===== config.mk =====
export PLATFORM = sky130hd
export DESIGN_NAME = fpas_top
export DESIGN_NICKNAME = d
export VERILOG_FILES = /design/src/rtl/fpas_pkg.sv /design/src/rtl/fpas_classify.sv /design/src/rtl/fpas_align_add.sv /design/src/rtl/fpas_norm_round.sv /design/src/rtl/fpas_delay.sv /design/src/rtl/fpas_top.sv
export SDC_FILE = /design/constraint.sdc
export NUM_CORES = 1
export LEC_CHECK = 0
export BUFFER_PORTS_ARGS = -buffer_cell sky130_fd_sc_hd__buf_2
export CORE_AREA = 2 2 240 242
export DETAILED_ROUTE_END_ITERATION = 7
export DIE_AREA = 0 0 242 244
export HOLD_SLACK_MARGIN = 0.05
export PLACE_DENSITY_LB_ADDON = 0.12
export REMOVE_ABC_BUFFERS = 1
export SKIP_CTS_REPAIR_TIMING = 1
export SLEW_MARGIN = 10
export SYNTH_ARGS = -nofsm -noshare
export SYNTH_HDL_FRONTEND = slang
export SYNTH_HIERARCHICAL = 1
export SYNTH_SLANG_ARGS = --single-unit

===== constraint.sdc =====
create_clock -name clk -period 14.4 [get_ports clk]
set_input_delay 2.88 -clock clk [delete_from_list [all_inputs] [get_ports clk]]
set_output_delay 2.88 -clock clk [all_outputs]
set_load 0.02 [all_outputs]

===== src/rtl/fpas_pkg.sv =====
// Shared widths, constant words and stage records for the single-precision
// adder-subtractor. Assumes the standard 1/8/23 binary32 field split.
package fpas_pkg;

    localparam int unsigned EXP_W  = 8;
    localparam int unsigned FRAC_W = 23;
    localparam int unsigned WORD_W = 1 + EXP_W + FRAC_W;
    localparam int unsigned MANT_W = FRAC_W + 1;
    localparam int unsigned GRS_W  = 3;
    localparam int unsigned ALN_W  = MANT_W + GRS_W;
    localparam int unsigned SUM_W  = ALN_W + 1;
    localparam int unsigned ESIG_W = EXP_W + 2;
    localparam int unsigned LZ_W   = $clog2(ALN_W);
    localparam int unsigned EXP_MAX = (1 << EXP_W) - 1;

    localparam logic [WORD_W-1:0] QNAN_WORD =
        {1'b0, {EXP_W{1'b1}}, 1'b1, {(FRAC_W-1){1'b0}}};
    localparam logic [WORD_W-1:0] SNAN_WORD =
        {1'b0, {EXP_W{1'b1}}, 2'b01, {(FRAC_W-2){1'b0}}};
    localparam logic [WORD_W-1:0] PINF_WORD =
        {1'b0, {EXP_W{1'b1}}, {FRAC_W{1'b0}}};
    localparam logic [WORD_W-1:0] NINF_WORD =
        {1'b1, {EXP_W{1'b1}}, {FRAC_W{1'b0}}};

    typedef struct packed {
        logic ovf;
        logic unf;
        logic snan;
        logic qnan;
        logic pinf;
        logic ninf;
    } fpas_flags_t;

    localparam int unsigned FLAG_W = $bits(fpas_flags_t);

    typedef struct packed {
        logic               special;
        logic [WORD_W-1:0]  word;
        fpas_flags_t        flags;
        logic               sign;
        logic [EXP_W-1:0]   exp;
        logic [EXP_W-1:0]   diff;
        logic [MANT_W-1:0]  mx;
        logic [MANT_W-1:0]  my;
        logic               esub;
    } fpas_s1_t;

    typedef struct packed {
        logic               special;
        logic [WORD_W-1:0]  word;
        fpas_flags_t        flags;
        logic               sign;
        logic [EXP_W-1:0]   exp;
        logic [SUM_W-1:0]   sum;
    } fpas_s2_t;

endpackage


===== src/rtl/fpas_classify.sv =====
// Stage 1: classifies both operands, resolves the special cases (NaN,
// infinity, zero) into a final word and flags, and orders the finite pair
// so that the larger magnitude comes first. Assumes exponent field zero
// means zero (no subnormals).
module fpas_classify
    import fpas_pkg::*;
(
    input  logic              clk,
    input  logic              rst_n,
    input  logic              in_valid,
    input  logic              op_sub,
    input  logic [WORD_W-1:0] a,
    input  logic [WORD_W-1:0] b,
    output logic              out_valid,
    output fpas_s1_t          out_s1
);

    logic              sa, sb, sbe;
    logic [EXP_W-1:0]  ea, eb;
    logic [FRAC_W-1:0] fa, fb;
    logic a_nan, b_nan, a_inf, b_inf, a_zero, b_zero, swap;
    fpas_s1_t nxt;

    assign {sa, ea, fa} = a;
    assign {sb, eb, fb} = b;
    assign sbe    = sb ^ op_sub;
    assign a_nan  = (&ea) && (|fa);
    assign b_nan  = (&eb) && (|fb);
    assign a_inf  = (&ea) && !(|fa);
    assign b_inf  = (&eb) && !(|fb);
    assign a_zero = (ea == '0);
    assign b_zero = (eb == '0);
    assign swap   = ({eb, fb} > {ea, fa});

    // Build the stage record: ordered finite operands plus special override.
    always_comb begin
        nxt       = '0;
        nxt.sign  = swap ? sbe : sa;
        nxt.exp   = swap ? eb : ea;
        nxt.diff  = swap ? (eb - ea) : (ea - eb);
        nxt.mx    = swap ? {1'b1, fb} : {1'b1, fa};
        nxt.my    = swap ? {1'b1, fa} : {1'b1, fb};
        nxt.esub  = sa ^ sbe;
        if (a_nan || b_nan) begin
            nxt.special    = 1'b1;
            nxt.word       = QNAN_WORD;
            nxt.flags.qnan = 1'b1;
        end else if (a_inf && b_inf) begin
            nxt.special = 1'b1;
            if (sa == sbe) begin
                nxt.word       = sa ? NINF_WORD : PINF_WORD;
                nxt.flags.ninf = sa;
                nxt.flags.pinf = !sa;
            end else begin
                nxt.word       = QNAN_WORD;
                nxt.flags.qnan = 1'b1;
            end
        end else if (a_inf || b_inf) begin
            nxt.special    = 1'b1;
            nxt.word       = (a_inf ? sa : sbe) ? NINF_WORD : PINF_WORD;
            nxt.flags.ninf = a_inf ? sa : sbe;
            nxt.flags.pinf = a_inf ? !sa : !sbe;
        end else if (a_zero && b_zero) begin
            nxt.special = 1'b1;
            nxt.word    = '0;
        end else if (a_zero) begin
            nxt.special = 1'b1;
            nxt.word    = {sbe, eb, fb};
        end else if (b_zero) begin
            nxt.special = 1'b1;
            nxt.word    = a;
        end
    end

    // Stage register with synchronous active-low reset.
    always_ff @(posedge clk) begin
        if (!rst_n) begin
            out_valid <= 1'b0;
            out_s1    <= '0;
        end else begin
            out_valid <= in_valid;
            out_s1    <= nxt;
        end
    end

    a_r3_nan_input_gives_qnan: assert property (@(posedge clk) disable iff (!rst_n)
        (in_valid && (a_nan || b_nan)) |=>
        (out_s1.special && out_s1.flags.qnan && !out_s1.flags.snan));

endmodule


===== src/rtl/fpas_align_add.sv =====
// Stage 2: shifts the smaller mantissa right by the exponent difference,
// keeping guard, round and sticky bits, then adds or subtracts. Assumes
// stage 1 placed the larger magnitude first, so the difference is never negative.
module fpas_align_add
    import fpas_pkg::*;
(
    input  logic     clk,
    input  logic     rst_n,
    input  logic     in_valid,
    input  fpas_s1_t in_s1,
    output logic     out_valid,
    output fpas_s2_t out_s2
);

    localparam logic [EXP_W-1:0] SHIFT_LIM = EXP_W'(ALN_W);

    logic [ALN_W-1:0] ext_x, ext_y, shifted, mask, aligned;
    logic             sticky;
    logic [SUM_W-1:0] sum;

    // Alignment shifter with sticky collection.
    always_comb begin
        ext_x   = {in_s1.mx, {GRS_W{1'b0}}};
        ext_y   = {in_s1.my, {GRS_W{1'b0}}};
        shifted = ext_y >> in_s1.diff;
        mask    = ~({ALN_W{1'b1}} << in_s1.diff);
        sticky  = |(ext_y & mask);
        if (in_s1.diff >= SHIFT_LIM) begin
            aligned = {{(ALN_W-1){1'b0}}, 1'b1};
        end else begin
            aligned = shifted | {{(ALN_W-1){1'b0}}, sticky};
        end
    end

    // Magnitude add or subtract.
    always_comb begin
        if (in_s1.esub) sum = {1'b0, ext_x} - {1'b0, aligned};
        else            sum = {1'b0, ext_x} + {1'b0, aligned};
    end

    // Stage register with synchronous active-low reset.
    always_ff @(posedge clk) begin
        if (!rst_n) begin
            out_valid <= 1'b0;
            out_s2    <= '0;
        end else begin
            out_valid       <= in_valid;
            out_s2.special  <= in_s1.special;
            out_s2.word     <= in_s1.word;
            out_s2.flags    <= in_s1.flags;
            out_s2.sign     <= in_s1.sign;
            out_s2.exp      <= in_s1.exp;
            out_s2.sum      <= sum;
        end
    end

    a_r2_larger_first: assert property (@(posedge clk) disable iff (!rst_n)
        (in_valid && !in_s1.special && in_s1.diff == '0) |-> (in_s1.mx >= in_s1.my));

endmodule


===== src/rtl/fpas_norm_round.sv =====
// Stage 3: normalizes the raw sum with a leading-zero count, rounds to
// nearest with ties to even, detects exponent overflow and underflow, and
// chooses the final word and flags. Flags leave this stage gated by valid.
module fpas_norm_round
    import fpas_pkg::*;
(
    input  logic              clk,
    input  logic              rst_n,
    input  logic              in_valid,
    input  fpas_s2_t          in_s2,
    output logic              out_valid,
    output logic [WORD_W-1:0] out_word,
    output fpas_flags_t       out_flags
);

    localparam logic signed [ESIG_W-1:0] E_TOP  = ESIG_W'(EXP_MAX);
    localparam logic signed [ESIG_W-1:0] E_ZERO = '0;
    localparam logic signed [ESIG_W-1:0] E_ONE  = ESIG_W'(1);

    logic [LZ_W-1:0]          lz;
    logic                     found;
    logic [ALN_W-1:0]         nrm;
    logic signed [ESIG_W-1:0] e_base, e_pre, e_fin;
    logic                     up;
    logic [MANT_W:0]          mr;
    logic [WORD_W-1:0]        word_n;
    fpas_flags_t              flags_n;

    // Leading-zero count over the in-range part of the sum.
    always_comb begin
        lz    = '0;
        found = 1'b0;
        for (int i = ALN_W - 1; i >= 0; i--) begin
            if (!found && in_s2.sum[i]) begin
                lz    = LZ_W'(ALN_W - 1 - i);
                found = 1'b1;
            end
        end
    end

    // Normalize, round and adjust the exponent.
    always_comb begin
        e_base = signed'({2'b00, in_s2.exp});
        if (in_s2.sum[SUM_W-1]) begin
            nrm   = {in_s2.sum[SUM_W-1:2], |in_s2.sum[1:0]};
            e_pre = e_base + E_ONE;
        end else begin
            nrm   = in_s2.sum[ALN_W-1:0] << lz;
            e_pre = e_base - signed'({{(ESIG_W-LZ_W){1'b0}}, lz});
        end
        up    = nrm[2] & (nrm[1] | nrm[0] | nrm[3]);
        mr    = {1'b0, nrm[ALN_W-1:GRS_W]} + {{MANT_W{1'b0}}, up};
        e_fin = e_pre + signed'({{(ESIG_W-1){1'b0}}, mr[MANT_W]});
    end

    // Final word and flag selection.
    always_comb begin
        flags_n = '0;
        if (in_s2.special) begin
            word_n  = in_s2.word;
            flags_n = in_s2.flags;
        end else if (in_s2.sum == '0) begin
            word_n = '0;
        end else if (e_fin >= E_TOP) begin
            word_n       = SNAN_WORD;
            flags_n.ovf  = 1'b1;
            flags_n.snan = 1'b1;
        end else if (e_fin <= E_ZERO) begin
            word_n       = SNAN_WORD;
            flags_n.unf  = 1'b1;
            flags_n.snan = 1'b1;
        end else begin
            word_n = {in_s2.sign, e_fin[EXP_W-1:0], mr[FRAC_W-1:0]};
        end
    end

    // Stage register; flags only leave with a valid result.
    always_ff @(posedge clk) begin
        if (!rst_n) begin
            out_valid <= 1'b0;
            out_word  <= '0;
            out_flags <= '0;
        end else begin
            out_valid <= in_valid;
            out_word  <= word_n;
            out_flags <= in_valid ? flags_n : '0;
        end
    end

    a_r2_rounded_normal: assert property (@(posedge clk) disable iff (!rst_n)
        (in_valid && !in_s2.special && in_s2.sum != '0) |-> (mr[MANT_W] | mr[MANT_W-1]));

endmodule


===== src/rtl/fpas_delay.sv =====
// Plain register chain that pads the pipeline to the required latency.
// Assumes DEPTH may be zero, in which case it is a wire.
module fpas_delay #(
    parameter int unsigned WIDTH = 8,
    parameter int unsigned DEPTH = 4
) (
    input  logic             clk,
    input  logic             rst_n,
    input  logic [WIDTH-1:0] din,
    output logic [WIDTH-1:0] dout
);

    generate
        if (DEPTH == 0) begin : g_wire
            assign dout = din;
        end else begin : g_regs
            logic [WIDTH-1:0] taps [DEPTH];
            // Shift one place per cycle, cleared by reset.
            always_ff @(posedge clk) begin
                if (!rst_n) begin
                    for (int i = 0; i < DEPTH; i++) taps[i] <= '0;
                end else begin
                    taps[0] <= din;
                    for (int i = 1; i < DEPTH; i++) taps[i] <= taps[i-1];
                end
            end
            assign dout = taps[DEPTH-1];
        end
    endgenerate

endmodule


===== src/rtl/fpas_top.sv =====
// Single-precision adder-subtractor with a fixed latency: three compute
// stages followed by a padding chain. Accepts one pair per cycle.
// Assumes LATENCY >= 3 and normalized or zero operands.
module fpas_top
    import fpas_pkg::*;
#(
    parameter int unsigned LATENCY = 16
) (
    input  logic              clk,
    input  logic              rst_n,
    input  logic              in_valid,
    input  logic              sub_mode,
    input  logic [WORD_W-1:0] opa,
    input  logic [WORD_W-1:0] opb,
    output logic              out_valid,
    output logic [WORD_W-1:0] sum_out,
    output logic              flag_ovf,
    output logic              flag_unf,
    output logic              flag_snan,
    output logic              flag_qnan,
    output logic              flag_pinf,
    output logic              flag_ninf
);

    localparam int unsigned COMPUTE_STAGES = 3;
    localparam int unsigned PAD_DEPTH = LATENCY - COMPUTE_STAGES;
    localparam int unsigned PAY_W = 1 + FLAG_W + WORD_W;
    localparam int unsigned CNT_W = $clog2(LATENCY + 1) + 1;

    logic              v1, v2, v3;
    fpas_s1_t          s1;
    fpas_s2_t          s2;
    logic [WORD_W-1:0] w3;
    fpas_flags_t       f3, f_out;
    logic [PAY_W-1:0]  pay_out;

    fpas_classify u_classify (
        .clk(clk), .rst_n(rst_n), .in_valid(in_valid), .op_sub(sub_mode),
        .a(opa), .b(opb), .out_valid(v1), .out_s1(s1)
    );

    fpas_align_add u_align_add (
        .clk(clk), .rst_n(rst_n), .in_valid(v1), .in_s1(s1),
        .out_valid(v2), .out_s2(s2)
    );

    fpas_norm_round u_norm_round (
        .clk(clk), .rst_n(rst_n), .in_valid(v2), .in_s2(s2),
        .out_valid(v3), .out_word(w3), .out_flags(f3)
    );

    fpas_delay #(.WIDTH(PAY_W), .DEPTH(PAD_DEPTH)) u_pad (
        .clk(clk), .rst_n(rst_n), .din({v3, f3, w3}), .dout(pay_out)
    );

    assign {out_valid, f_out, sum_out} = pay_out;
    assign flag_ovf  = f_out.ovf;
    assign flag_unf  = f_out.unf;
    assign flag_snan = f_out.snan;
    assign flag_qnan = f_out.qnan;
    assign flag_pinf = f_out.pinf;
    assign flag_ninf = f_out.ninf;

    // Pairs in flight, for checking only.
    logic [CNT_W-1:0] inflight;
    always_ff @(posedge clk) begin
        if (!rst_n) inflight <= '0;
        else        inflight <= inflight + CNT_W'(in_valid) - CNT_W'(out_valid);
    end

    a_r1_no_orphan_output: assert property (@(posedge clk) disable iff (!rst_n)
        out_valid |-> (inflight != '0));
    a_r1_inflight_bound: assert property (@(posedge clk) disable iff (!rst_n)
        inflight <= CNT_W'(LATENCY));
    a_r11_flags_idle: assert property (@(posedge clk) disable iff (!rst_n)
        !out_valid |-> (f_out == '0));
    a_r11_exclusive: assert property (@(posedge clk) disable iff (!rst_n)
        $onehot0({flag_qnan, flag_snan, flag_pinf, flag_ninf}));
    a_r3_qnan_word: assert property (@(posedge clk) disable iff (!rst_n)
        flag_qnan |-> (sum_out == QNAN_WORD && !flag_snan));
    a_r7_overflow_pattern: assert property (@(posedge clk) disable iff (!rst_n)
        flag_ovf |-> (sum_out == SNAN_WORD && flag_snan && !flag_unf));
    a_r8_underflow_pattern: assert property (@(posedge clk) disable iff (!rst_n)
        flag_unf |-> (sum_out == SNAN_WORD && flag_snan && !flag_ovf));
    a_r9_pinf_word: assert property (@(posedge clk) disable iff (!rst_n)
        flag_pinf |-> (sum_out == PINF_WORD));
    a_r9_ninf_word: assert property (@(posedge clk) disable iff (!rst_n)
        flag_ninf |-> (sum_out == NINF_WORD));
    a_r10_reset_clears: assert property (@(posedge clk)
        !rst_n |=> (!out_valid && f_out == '0));

endmodule


After elaboration in Yosys (flattened, before gate mapping)
Memory sizes are Yosys's and may differ from the RTL's.
Index checks and enable logic that the tools add are counted.
{"block": "word_totals", "reg_bits": 219, "latchBits": 0, "mem_bits_rw": 507, "mem_bits_ro": 0, "inputBits": 68, "out_inout_bits": 39, "word_cells": 251, "mem_count": 1}
{"memory": "u_pad.g_regs.taps", "depth": 13, "width": 39, "read_ports": 13, "rd_ports_with_merged_regs": 0, "wr": 13, "line": "fpas_delay.sv:17", "rtl": "logic [WIDTH-1:0] taps [DEPTH];"}
{"block": "op_classes", "add_sub_neg": 8, "multipliers": 0, "div": 0, "magnitude_cmp": 4, "n_eq_ne": 1, "shifts": 3, "muxes": 103, "bitwise_logic": 22, "n_reduce_logical": 76}
{"cell": "2-to-1 mux 39 bit", "n": 13}
{"cell": "2-to-1 mux 32 bit", "n": 7}
{"cell": "2-to-1 mux 33 bit", "n": 6}
{"cell": "2-to-1 mux 5 bit", "n": 11}
{"cell": "2-to-1 mux 27 bit", "n": 2}
{"cell": "2-to-1 mux 23 bit", "n": 2}
{"cell": "OR reduction 23 bit", "n": 2}
{"cell": "2-to-1 mux 1 bit", "n": 38}
{"cell": "logical AND 1 bit", "n": 32}
{"cell": "2-to-1 mux 4 bit", "n": 8}
{"cell": "> comparator 31 bit", "n": 1}
{"cell": "zero test 1 bit", "n": 30}
{"cell": "adder 27 x 27 -> 28 bit", "n": 1}
{"cell": "zero test 28 bit", "n": 1}
{"cell": "2-to-1 mux 28 bit", "n": 1}
{"cell": "subtractor 27 x 27 -> 28 bit", "n": 1}
{"cell": "AND 27 bit", "n": 1}
{"cell": "NOT 27 bit", "n": 1}
{"cell": "OR 27 x 1 -> 27 bit", "n": 1}
{"cell": "OR reduction 27 bit", "n": 1}
{"cell": "left shift 27 x 5 -> 27 bit", "n": 1}
{"cell": "left shift 27 x 8 -> 27 bit (first input constant)", "n": 1}
{"cell": ">> shifter 27 x 8 -> 27 bit", "n": 1}
{"cell": "adder 24 x 1 -> 25 bit", "n": 1}
{"cell": "22 further kinds", "n": 53}

Longest topological paths before layout
Gate-level depths: netlist of the first run.
{"block": "logic_depth", "word_depth": 91, "mapped_depth": 29, "depth_no_buf": 26}

Cells and area by module
Netlist of the first run, hierarchy kept.
{"mod": "fpas_delay", "n_inst": 1, "cells_each": 1109, "area_per_inst_um2": 14067.2, "seq_area_each_um2": 10149.7}
{"mod": "fpas_align_add", "n_inst": 1, "cells_each": 904, "area_per_inst_um2": 6980.4, "seq_area_each_um2": 1541.5}
{"mod": "fpas_classify", "n_inst": 1, "cells_each": 629, "area_per_inst_um2": 5024.8, "seq_area_each_um2": 2042.0}
{"mod": "fpas_norm_round", "n_inst": 1, "cells_each": 662, "area_per_inst_um2": 4772.1, "seq_area_each_um2": 780.7}

Worst setup path before layout of the first run
Ideal clock, no wire load.
{"block": "synth_timing", "kind": "reg2reg", "startpoint": "reg u_align_add/out_s2[21] (netlist bit)", "endpoint": "reg u_norm_round.out_word[10]", "setup_time_ps": 74, "arrival_ps": 6151, "t_required_ps": 14326, "path_slack_ps": 8174, "path_stages_with_launch": 27, "n_path_buf": 3, "period_less_slack_ps": 6226, "path_cell_list": "dfxtp_1 -> buf_6 -> or4_4 -> nor4_4 -> o311ai_1 -> nand2_2 -> buf_4 -> mux2i_1 -> nand4_1 -> nand2_1 -> ha_1 -> inv_1 -> a2111oi_2 -> nand4_2 -> or3_1 -> nor4_1 -> ha_1 -> and3_1 -> nand3_1 -> nor3_1 -> xnor2_1 -> o22ai_1 -> or3_1 -> nor2_1 -> nand2_1 -> clkbuf_1 -> o21ai_0"}
{"block": "synth_via", "elab_chain_len": 77, "elab_cells_between_ends": 102, "cone_classes": "add/sub (3); order compare (2); shift (1); mux (49); bitwise (3); reduce/logical (44)"}
{"item": "start: declaration", "line": "fpas_align_add.sv:12", "rtl": "output fpas_s2_t out_s2"}
{"item": "logical AND 1 bit", "line": "fpas_norm_round.sv:34", "rtl": "if (!found && in_s2.sum[i]) begin"}
{"item": "2-to-1 mux 1 bit", "line": "fpas_norm_round.sv:34"}
{"item": "zero test 1 bit", "line": "fpas_norm_round.sv:34"}
{"item": "logical AND 1 bit", "line": "fpas_norm_round.sv:34"}
{"item": "2-to-1 mux 1 bit", "line": "fpas_norm_round.sv:34"}
{"item": "zero test 1 bit", "line": "fpas_norm_round.sv:34"}
{"item": "logical AND 1 bit", "line": "fpas_norm_round.sv:34"}
{"item": "2-to-1 mux 1 bit", "line": "fpas_norm_round.sv:34"}
{"item": "(+61 left out)"}
{"item": "AND 1 bit", "line": "fpas_norm_round.sv:51", "rtl": "up = nrm[2] & (nrm[1] | nrm[0] | nrm[3]);"}
{"item": "adder 24 x 1 -> 25 bit", "line": "fpas_norm_round.sv:52", "rtl": "mr = {1'b0, nrm[ALN_W-1:GRS_W]} + {{MANT_W{1'b0}}, up};"}
{"item": "adder 10 x 2 -> 10 bit", "line": "fpas_norm_round.sv:53", "rtl": "e_fin = e_pre + signed'({{(ESIG_W-1){1'b0}}, mr[MANT_W]});"}
{"item": "less-or-equal comparator 10 x 1 -> 1 bit", "line": "fpas_norm_round.sv:68", "rtl": "end else if (e_fin <= E_ZERO) begin"}
{"item": "2-to-1 mux 32 bit", "line": "fpas_norm_round.sv:68"}
{"item": "2-to-1 mux 32 bit", "line": "fpas_norm_round.sv:64", "rtl": "end else if (e_fin >= E_TOP) begin"}
{"item": "2-to-1 mux 32 bit (*)", "line": "fpas_norm_round.sv:62", "rtl": "end else if (in_s2.sum == '0) begin"}
{"item": "2-to-1 mux 32 bit (*)", "line": "fpas_norm_round.sv:59", "rtl": "if (in_s2.special) begin"}
{"item": "end signal: assignment", "line": "fpas_norm_round.sv:85", "rtl": "out_word <= word_n;"}
{"item": "end: declaration", "line": "fpas_norm_round.sv:12", "rtl": "output logic [WORD_W-1:0] out_word,"}
Every way passes the cells marked *; elsewhere a longest branch is shown, timed or not.
A chain may end at the register's enable or synchronous reset.

Worst setup path after layout of the first run
{"block": "layout_timing", "startpoint": "reg u_align_add/out_s2[25] (netlist bit)", "endpoint": "reg u_norm_round.out_word[20]"}
{"block": "layout_via", "elab_chain_len": 89, "elab_cells_between_ends": 118, "cone_classes": "add/sub (3); order compare (2); shift (1); mux (57); bitwise (3); reduce/logical (52)"}
{"item": "logical AND 1 bit", "line": "fpas_norm_round.sv:34"}
{"item": "2-to-1 mux 1 bit", "line": "fpas_norm_round.sv:34"}
{"item": "zero test 1 bit", "line": "fpas_norm_round.sv:34"}
{"item": "logical AND 1 bit", "line": "fpas_norm_round.sv:34"}
{"item": "2-to-1 mux 1 bit", "line": "fpas_norm_round.sv:34"}
{"item": "zero test 1 bit", "line": "fpas_norm_round.sv:34"}
{"item": "logical AND 1 bit", "line": "fpas_norm_round.sv:34"}
{"item": "2-to-1 mux 1 bit", "line": "fpas_norm_round.sv:34"}
{"item": "(+73 left out)"}
{"item": "AND 1 bit", "line": "fpas_norm_round.sv:51"}
{"item": "adder 24 x 1 -> 25 bit", "line": "fpas_norm_round.sv:52"}
{"item": "adder 10 x 2 -> 10 bit", "line": "fpas_norm_round.sv:53"}
{"item": "less-or-equal comparator 10 x 1 -> 1 bit", "line": "fpas_norm_round.sv:68"}
{"item": "2-to-1 mux 32 bit", "line": "fpas_norm_round.sv:68"}
{"item": "2-to-1 mux 32 bit", "line": "fpas_norm_round.sv:64"}
{"item": "2-to-1 mux 32 bit (*)", "line": "fpas_norm_round.sv:62"}
{"item": "2-to-1 mux 32 bit (*)", "line": "fpas_norm_round.sv:59"}
Marks and branches as above.

==> results of run 1 <==
==> power by group through the flow <==
stage	clock, mW	sequential [mW]	combinational [mW]
3_5_place_dp	0	2.24	1.65
3_3_place_gp	0	2.24	1.69
2_1_floorplan	0	2.22	1.09
5_1_grt	1.94	2.21	1.82
6_report	1.81	2.20	1.69
4_1_cts	1.86	2.20	1.66
==> layout make-up <==
type,instances,area [µm²],area share
repair buffers,128,718,0.0215
clock buffers,105,2050,0.0612
multi-input cells,2223,14400,0.430
flip-flops and latches,725,14500,0.435
well taps,756,946,0.0283
inverters,130,493,0.0148
clock inverters,19,313,0.00936
==> metal layers <==
metal  vias to the layer above  global-route usage
li1                      11100                   -
met1                     10800               0.332
met2                       876               0.441
met3                       192              0.0492
met4                         2               0.121
met5                         -                   0
==> placed cells by master (no fill, tap or decap), drive strengths merged, types with 20 or more instances in the layout <==
master,instances
o31ai,20
buf,128
a221oi,24
clkbuf,105
nor2,191
dfxtp,725
o21ai,126
nor2b,25
a21o,29
ha,103
a31oi,31
nand2b,26
a21oi,196
nand4,30
nor4,38
inv,132
nor3,51
xnor2,36
and3,24
a211oi,29
mux2i,35
nand2,282
a22oi,48
and2,572
nand3,54
==> through the flow <==
| stage | util | area (µm²) | power (mW) |
|---|---|---|---|
| finish | 0.595 | 33400 | 5.70 |
| global route | 0.595 | 33400 | 5.97 |
| CTS | 0.595 | 33400 | 5.72 |
| detailed placement | 0.553 | 31000 | 3.89 |
| global placement | 0.553 | 31000 | 3.92 |
| floorplan | - | 29400 | 3.30 |
==> synthesized netlist by cell type (all sizes together), types with 15 or more instances <==
cell      n
dfxtp   725
a22oi    48
xor2     15
and2    572
a21o     29
nand2   282
clkbuf  105
xnor2    36
inv     128
nor2    191
o21ai   126
mux2i    35
a221oi   24
nand3    54
nor2b    25
or3      18
nor3     51
and3     24
a21oi   196
buf     121
o211ai   15
nand4    30
ha      103
a211oi   29
a31oi    31
nand2b   26
nor4     38
o31ai    20
==> registers in the layout, indices dropped and copies added (netlist names) <==
signal,count
u_align_add/out_valid,1
u_classify/out_valid,1
u_align_add/out_s2,76
u_norm_round/out_valid,1
u_classify/out_s1,101
u_norm_round/out_flags,6
u_norm_round/out_word,32
u_pad/g_regs.taps,507
==> worst max path at each step <==
stage / to / cells past startpoint / slack (ns) / from
2_1_floorplan: u_norm_round/out_word[18]$_SDFF_PN0_ / 21 / 7.61 / u_align_add/out_s2[18]$_SDFF_PN0_
3_3_place_gp: u_norm_round/out_word[20]$_SDFF_PN0_ / 24 / 5.69 / u_align_add/out_s2[25]$_SDFF_PN0_
3_5_place_dp: u_norm_round/out_word[20]$_SDFF_PN0_ / 24 / 5.56 / u_align_add/out_s2[25]$_SDFF_PN0_
4_1_cts: u_norm_round/out_word[20]$_SDFF_PN0_ / 24 / 5.56 / u_align_add/out_s2[25]$_SDFF_PN0_
5_1_grt: u_norm_round/out_word[20]$_SDFF_PN0_ / 24 / 4.84 / u_align_add/out_s2[25]$_SDFF_PN0_
6_report: u_norm_round/out_word[20]$_SDFF_PN0_ / 24 / 5.54 / u_align_add/out_s2[25]$_SDFF_PN0_
==> cell families after synthesis <==
kind of cell	share of synthesized area
AND/OR/NAND/NOR	0.241
flip-flops	0.471
AO/OA/AOI/OAI	0.140
buffers and inverters	0.0641
adder cells (fa/ha/maj)	0.0444
multiplexers	0.0260
XOR/XNOR	0.0145
other	0.000122
==> critical path, stage by stage (launching register included) <==
cell and delay (ns):
dfxtp_1 0.37, nor4_2 0.51, nand4_4 0.28, nor3_2 0.72
nor3_2 0.24, mux2i_1 0.32, mux2i_1 0.42, nand4_1 0.20
nand2_1 0.15, ha_1 0.18, inv_1 0.07, a2111oi_2 0.77
nand4_2 0.28, or3_1 0.50, nor4_1 0.41, ha_1 0.23
and3_1 0.19, nand3_1 0.13, nor3_1 0.39, xnor2_1 0.17
o22ai_1 0.13, or3_1 0.55, nor2_1 0.81, nand2_1 0.45
o31ai_1 0.34
==> results.cfg, run 1 <==
[pwr]
internal_power_mw = 3.70
switching_power_mw = 2.00
leakagePower_nw = 14.1
pwr-share-comb = 0.296
power_density_mw_per_mm2 = 171
swShare = 0.351
power_frac_seq = 0.385
vdd_drop_max_v = 0.000114
clkPwrFrac = 0.318

[critical_path]
criticalPathCategory = flip-flop to flip-flop
regToRegStartpoint = u_align_add/out_s2[25]$_SDFF_PN0_
ff2ff_setup_slack_ns = 5.54
worstPathArrival_ns = 9.39
r2r_cells = 24
cp.required_ns = 14.93
worstPathMaxFanout = 13
r2r-end = u_norm_round/out_word[20]$_SDFF_PN0_
critPathCaptureType = flip-flop
crit_path_start_kind = flip-flop

[status]
status = completed

[timing]
skew_ns = 0.0250
min_period_ns = 8.86
rsz0062_at_grt = false
tns_ns = 0
fin_hold_ws_ns = 0.410
finalCritPeriodShare = 0.615
setup_violations = 0
clock.fmax_ghz = 0.113
finalMaxSlewViolations = 0
hold_viol_final = 0
slew_headroom = 0.195
worst_slew_pin_slew_ns = 1.21
setup_slack_ns = 5.54

[die]
core-area_mm2 = 0.0562
start_util = 0.549
die_w_um = 242
io_pins = 107
die_y_um = 244
placementRows = 87
dieArea_mm2 = 0.0590

[placed_design]
finalWeightedCongestion = 0.970
dp_hpwl_um = 57100
dp_cells = 3962
port-buffer-count = 106
dpl_worst_slack_ns = 5.56

[detailed_routing]
dr_wl_met3_um = 5300
met1_length_um = 33500
wl_met2_um = 36800
first_pass_iters = 6
top_layer_used = met5
num_vias = 23000
drcViolationCount = 0
vias_per_cell = 5.63
antenna_left = 0
totalWireLength_um = 79200
drtIter0Drc = 2129
wl_per_cell_um = 19.4

[flow_run]
max_cap_viol_count = 0

[grt]
gr-total-overflow = 0
track_usage = 0.264
grt_antenna_before_repair = 2
grt_pass1_wl_um = 123000
grt_start_max_net_pins = 312
grt_pass1_vias = 21800

[synthesis]
synth.top_cell.area_share = 0.471
synth_seq_cells = 725
synth_cells = 3304
avgSynthCellArea_um2 = 9.34
synth_seq_area_share = 0.471
async_reset_ff_frac = 0
synth_cell_types = 115
synth_edf_count = 0
yosysWarnings = 6
synthFlopType = dfxtp_1
synth_top_area_cell = dfxtp_1
syn_area_mm2 = 0.0308
netlist_top_cells_area = dfxtp_1, and2_1, ha_1

[clock_network]
clk_pin_slew_ns = 0.06
max-clock-path-buffers = 3
cts_tree = yes
cts_inserted_buffers = 72
clockRootBuffer = clkbuf_16
clk_latency_ns = 0.62
htreeDepth = 3
clock_sinks = 725

[layout]
drive_above_1_share = 0.0982
fin_cells = 4086
antenna_cells = 0
final_nets = 3455
syn2layout_area_growth_pct = 8.29
fill_cells = 4878

[hold_path]
worstHoldEndpoint = u_pad/g_regs.taps[0][318]$_SDFF_PN0_
hold_class = flip-flop to flip-flop
worstHoldStart = u_pad/g_regs.taps[0][279]$_SDFF_PN0_
whs_path_depth = 1
Note: power is estimated with default switching activity, not from simulation.
==> inputs of run 2 (changes only) <==
ABC_AREA = 1   (was unset)
CORE_AREA = 2 2 247 249   (was 2 2 240 242)
DIE_AREA = 0 0 249 251   (was 0 0 242 244)
clock period = 7.7 ns   (was 14.4 ns; I/O delays follow)
==> results.cfg, run 2 <==
[critical_path]
regToRegStartpoint = u_align_add/out_s2[21]$_SDFF_PN0_
cp.required_ns = 8.22
r2r-end = u_norm_round/out_word[19]$_SDFF_PN0_
worstPathMaxFanout = 30
worstSetupEndpoint = u_norm_round/out_word[19]$_SDFF_PN0_
r2r_cells = 30
cp_slowest_stage_delay_ns = 0.54
ff2ff_setup_slack_ns = 1.03
critPathCaptureType = flip-flop
crit_top_cell = nand3_1
crit_start = u_align_add/out_s2[21]$_SDFF_PN0_
criticalPathCategory = flip-flop to flip-flop
cpMaxStageDelayCell = inv_1
worstPathArrival_ns = 7.19
crit_path_start_kind = flip-flop

[synthesis]
yosysWarnings = 6
netlist_top_cells_area = dfxtp_1, nand2_1, inv_1
synth_cell_types = 65
synth.top_cell.area_share = 0.445
async_reset_ff_frac = 0
synth_cells = 4544
synth_seq_area_share = 0.445
synthFlopType = dfxtp_1
syn_area_mm2 = 0.0326
synth.most_common_cell = nand2_1
ys_top_cells_by_count = nand2_1, inv_1, dfxtp_1, nand3_1, nor2_1
synth_top_area_cell = dfxtp_1
synth_edf_count = 0
synth_seq_cells = 725
avgSynthCellArea_um2 = 7.17

[die]
io_pins = 107
start_util = 0.545
dieArea_mm2 = 0.0625
placementRows = 90
die_y_um = 251
core-area_mm2 = 0.0598
die_w_um = 249

[layout]
multi_input_area_mm2 = 0.0133
final_nets = 4683
seqCellArea_mm2 = 0.0145
fill_cells = 5688
syn2layout_area_growth_pct = 8.28
largest_register_ffs = 507
antenna_cells = 0
final_cell_mix = nand2_1, inv_1, dfxtp_1
regMostFlops = u_pad/g_regs.taps
drive_above_1_share = 0.0789
top_regs = u_pad/g_regs.taps: 507 flops, u_classify/out_s1: 101 flops, u_align_add/out_s2: 76 flops
final_common_cell = nand2_1

[grt]
track_usage = 0.242
grt_antenna_before_repair = 0
grt_pass1_vias = 23800
grt_pass1_wl_um = 123000
grt_start_max_net_pins = 250
gr-total-overflow = 0

[timing]
slew_headroom = 0.288
finalMaxSlewViolations = 0
clock.fmax_ghz = 0.150
finalCritPeriodShare = 0.866
setup_violations = 0
worst_slew_pin_slew_ns = 1.07
hold_viol_final = 0
rsz0062_at_grt = false
min_period_ns = 6.67
tns_ns = 0
skew_ns = 0.0517

[placed_design]
finalWeightedCongestion = 0.953
port-buffer-count = 106
dp_hpwl_um = 55000

[clock_network]
max-clock-path-buffers = 3
clk_pin_slew_ns = 0.06
clockRootBuffer = clkbuf_16
htreeDepth = 3
cts_tree = yes
cts_inserted_buffers = 74
clk_latency_ns = 0.63
clock_sinks = 725

[pwr]
power_mw = 11.0
power_density_mw_per_mm2 = 312
vdd_drop_max_v = 0.000172
leakagePower_nw = 20.2

[detailed_routing]
vias_per_cell = 4.96
antenna_left = 0
wl_per_cell_um = 14.3
totalWireLength_um = 76500
drcViolationCount = 0
first_pass_iters = 6
drtIter0Drc = 2328
num_vias = 26500

[flow_run]
max_cap_viol_count = 0

[status]
status = completed

[hold_path]
whs_path_depth = 2
hold_class = flip-flop to flip-flop
==> run 2: cell families (layout without fill, tap and decap cells) <==
kind of cell / Yosys count / after routing / synth area share
other: 1 / 3 / 0.000115
xor gates and xnor gates: 32 / 32 / 0.00860
DFF: 725 / 725 / 0.445
and+or+nand+nor: 2132 / 2132 / 0.282
adders and majority gates: 107 / 107 / 0.0420
muxes: 1 / 1 / 0.000307
AOI/OAI and AO/OA: 427 / 427 / 0.0733
buffers and inverters: 1119 / 1137 / 0.148
==> run 2: worst min-delay path by stage <==
stage                                                     from                                    to  slack (ns)
final                         u_classify/out_s1[76]$_SDFF_PP0_     u_align_add/out_s2[47]$_SDFF_PN0_        0.37
after global routing          u_classify/out_s1[76]$_SDFF_PP0_     u_align_add/out_s2[47]$_SDFF_PN0_        0.41
after CTS                     u_classify/out_s1[76]$_SDFF_PP0_     u_align_add/out_s2[47]$_SDFF_PN0_        0.37
after detailed placement  u_pad/g_regs.taps[0][292]$_SDFF_PN0_  u_pad/g_regs.taps[0][331]$_SDFF_PN0_        0.39
after global placement    u_pad/g_regs.taps[0][466]$_SDFF_PN0_  u_pad/g_regs.taps[0][505]$_SDFF_PN0_        0.39
after floorplan           u_pad/g_regs.taps[0][466]$_SDFF_PN0_  u_pad/g_regs.taps[0][505]$_SDFF_PN0_        0.39
==> run 2: stage by stage <==
stage / area, µm² / cells / hold WS, ns / setup WS (ns) / utilization
global placement: 32800 / 5214 / 0.389 / 1.27 / 0.549
detailed placement: 32800 / 5214 / 0.395 / 1.10 / 0.549
finish: 35300 / 5346 / 0.371 / 1.03 / 0.590
floorplan: 31100 / 4306 / 0.386 / 2.07 / -
CTS: 35300 / 5346 / 0.372 / 1.06 / 0.590
global route: 35300 / 5346 / 0.409 / 0.121 / 0.590
==> run 2: report_power, final <==
| part | switching, mW | internal [mW] | total [mW] |
|---|---|---|---|
| clock network | 1.46 | 2.06 | 3.53 |
| logic | 2.33 | 1.02 | 3.35 |
| registers | 0.145 | 3.98 | 4.12 |
==> run 2: routing by layer <==
layer  vias up  global-route usage  share of wire
met3       137              0.0363          0.058
li1      13800                   -              -
met1     11900               0.326           0.46
met2       769               0.393           0.45
met4         0              0.0937          0.032
met5         -                   0              0
==> run 2: area by class of cell <==
class                           instances  share of cell area
Clock buffer                          103              0.0604
Clock inverter                         29              0.0104
Inverter                              879              0.0936
Multi-Input combinational cell       2702               0.376
Sequential cell                       725               0.411
Tap cell                              782              0.0277
Timing Repair Buffer                  126              0.0206
==> run 2: critical path, delay by kind of cell, from the launching register on <==
kind | cells | cell delay, ns
adders and majority gates | 3 | 0.60
and+or+nand+nor | 22 | 3.94
AOI/OAI and AO/OA | 2 | 0.43
DFF | 1 | 0.36
buffers and inverters | 2 | 0.95
xor gates and xnor gates | 1 | 0.24
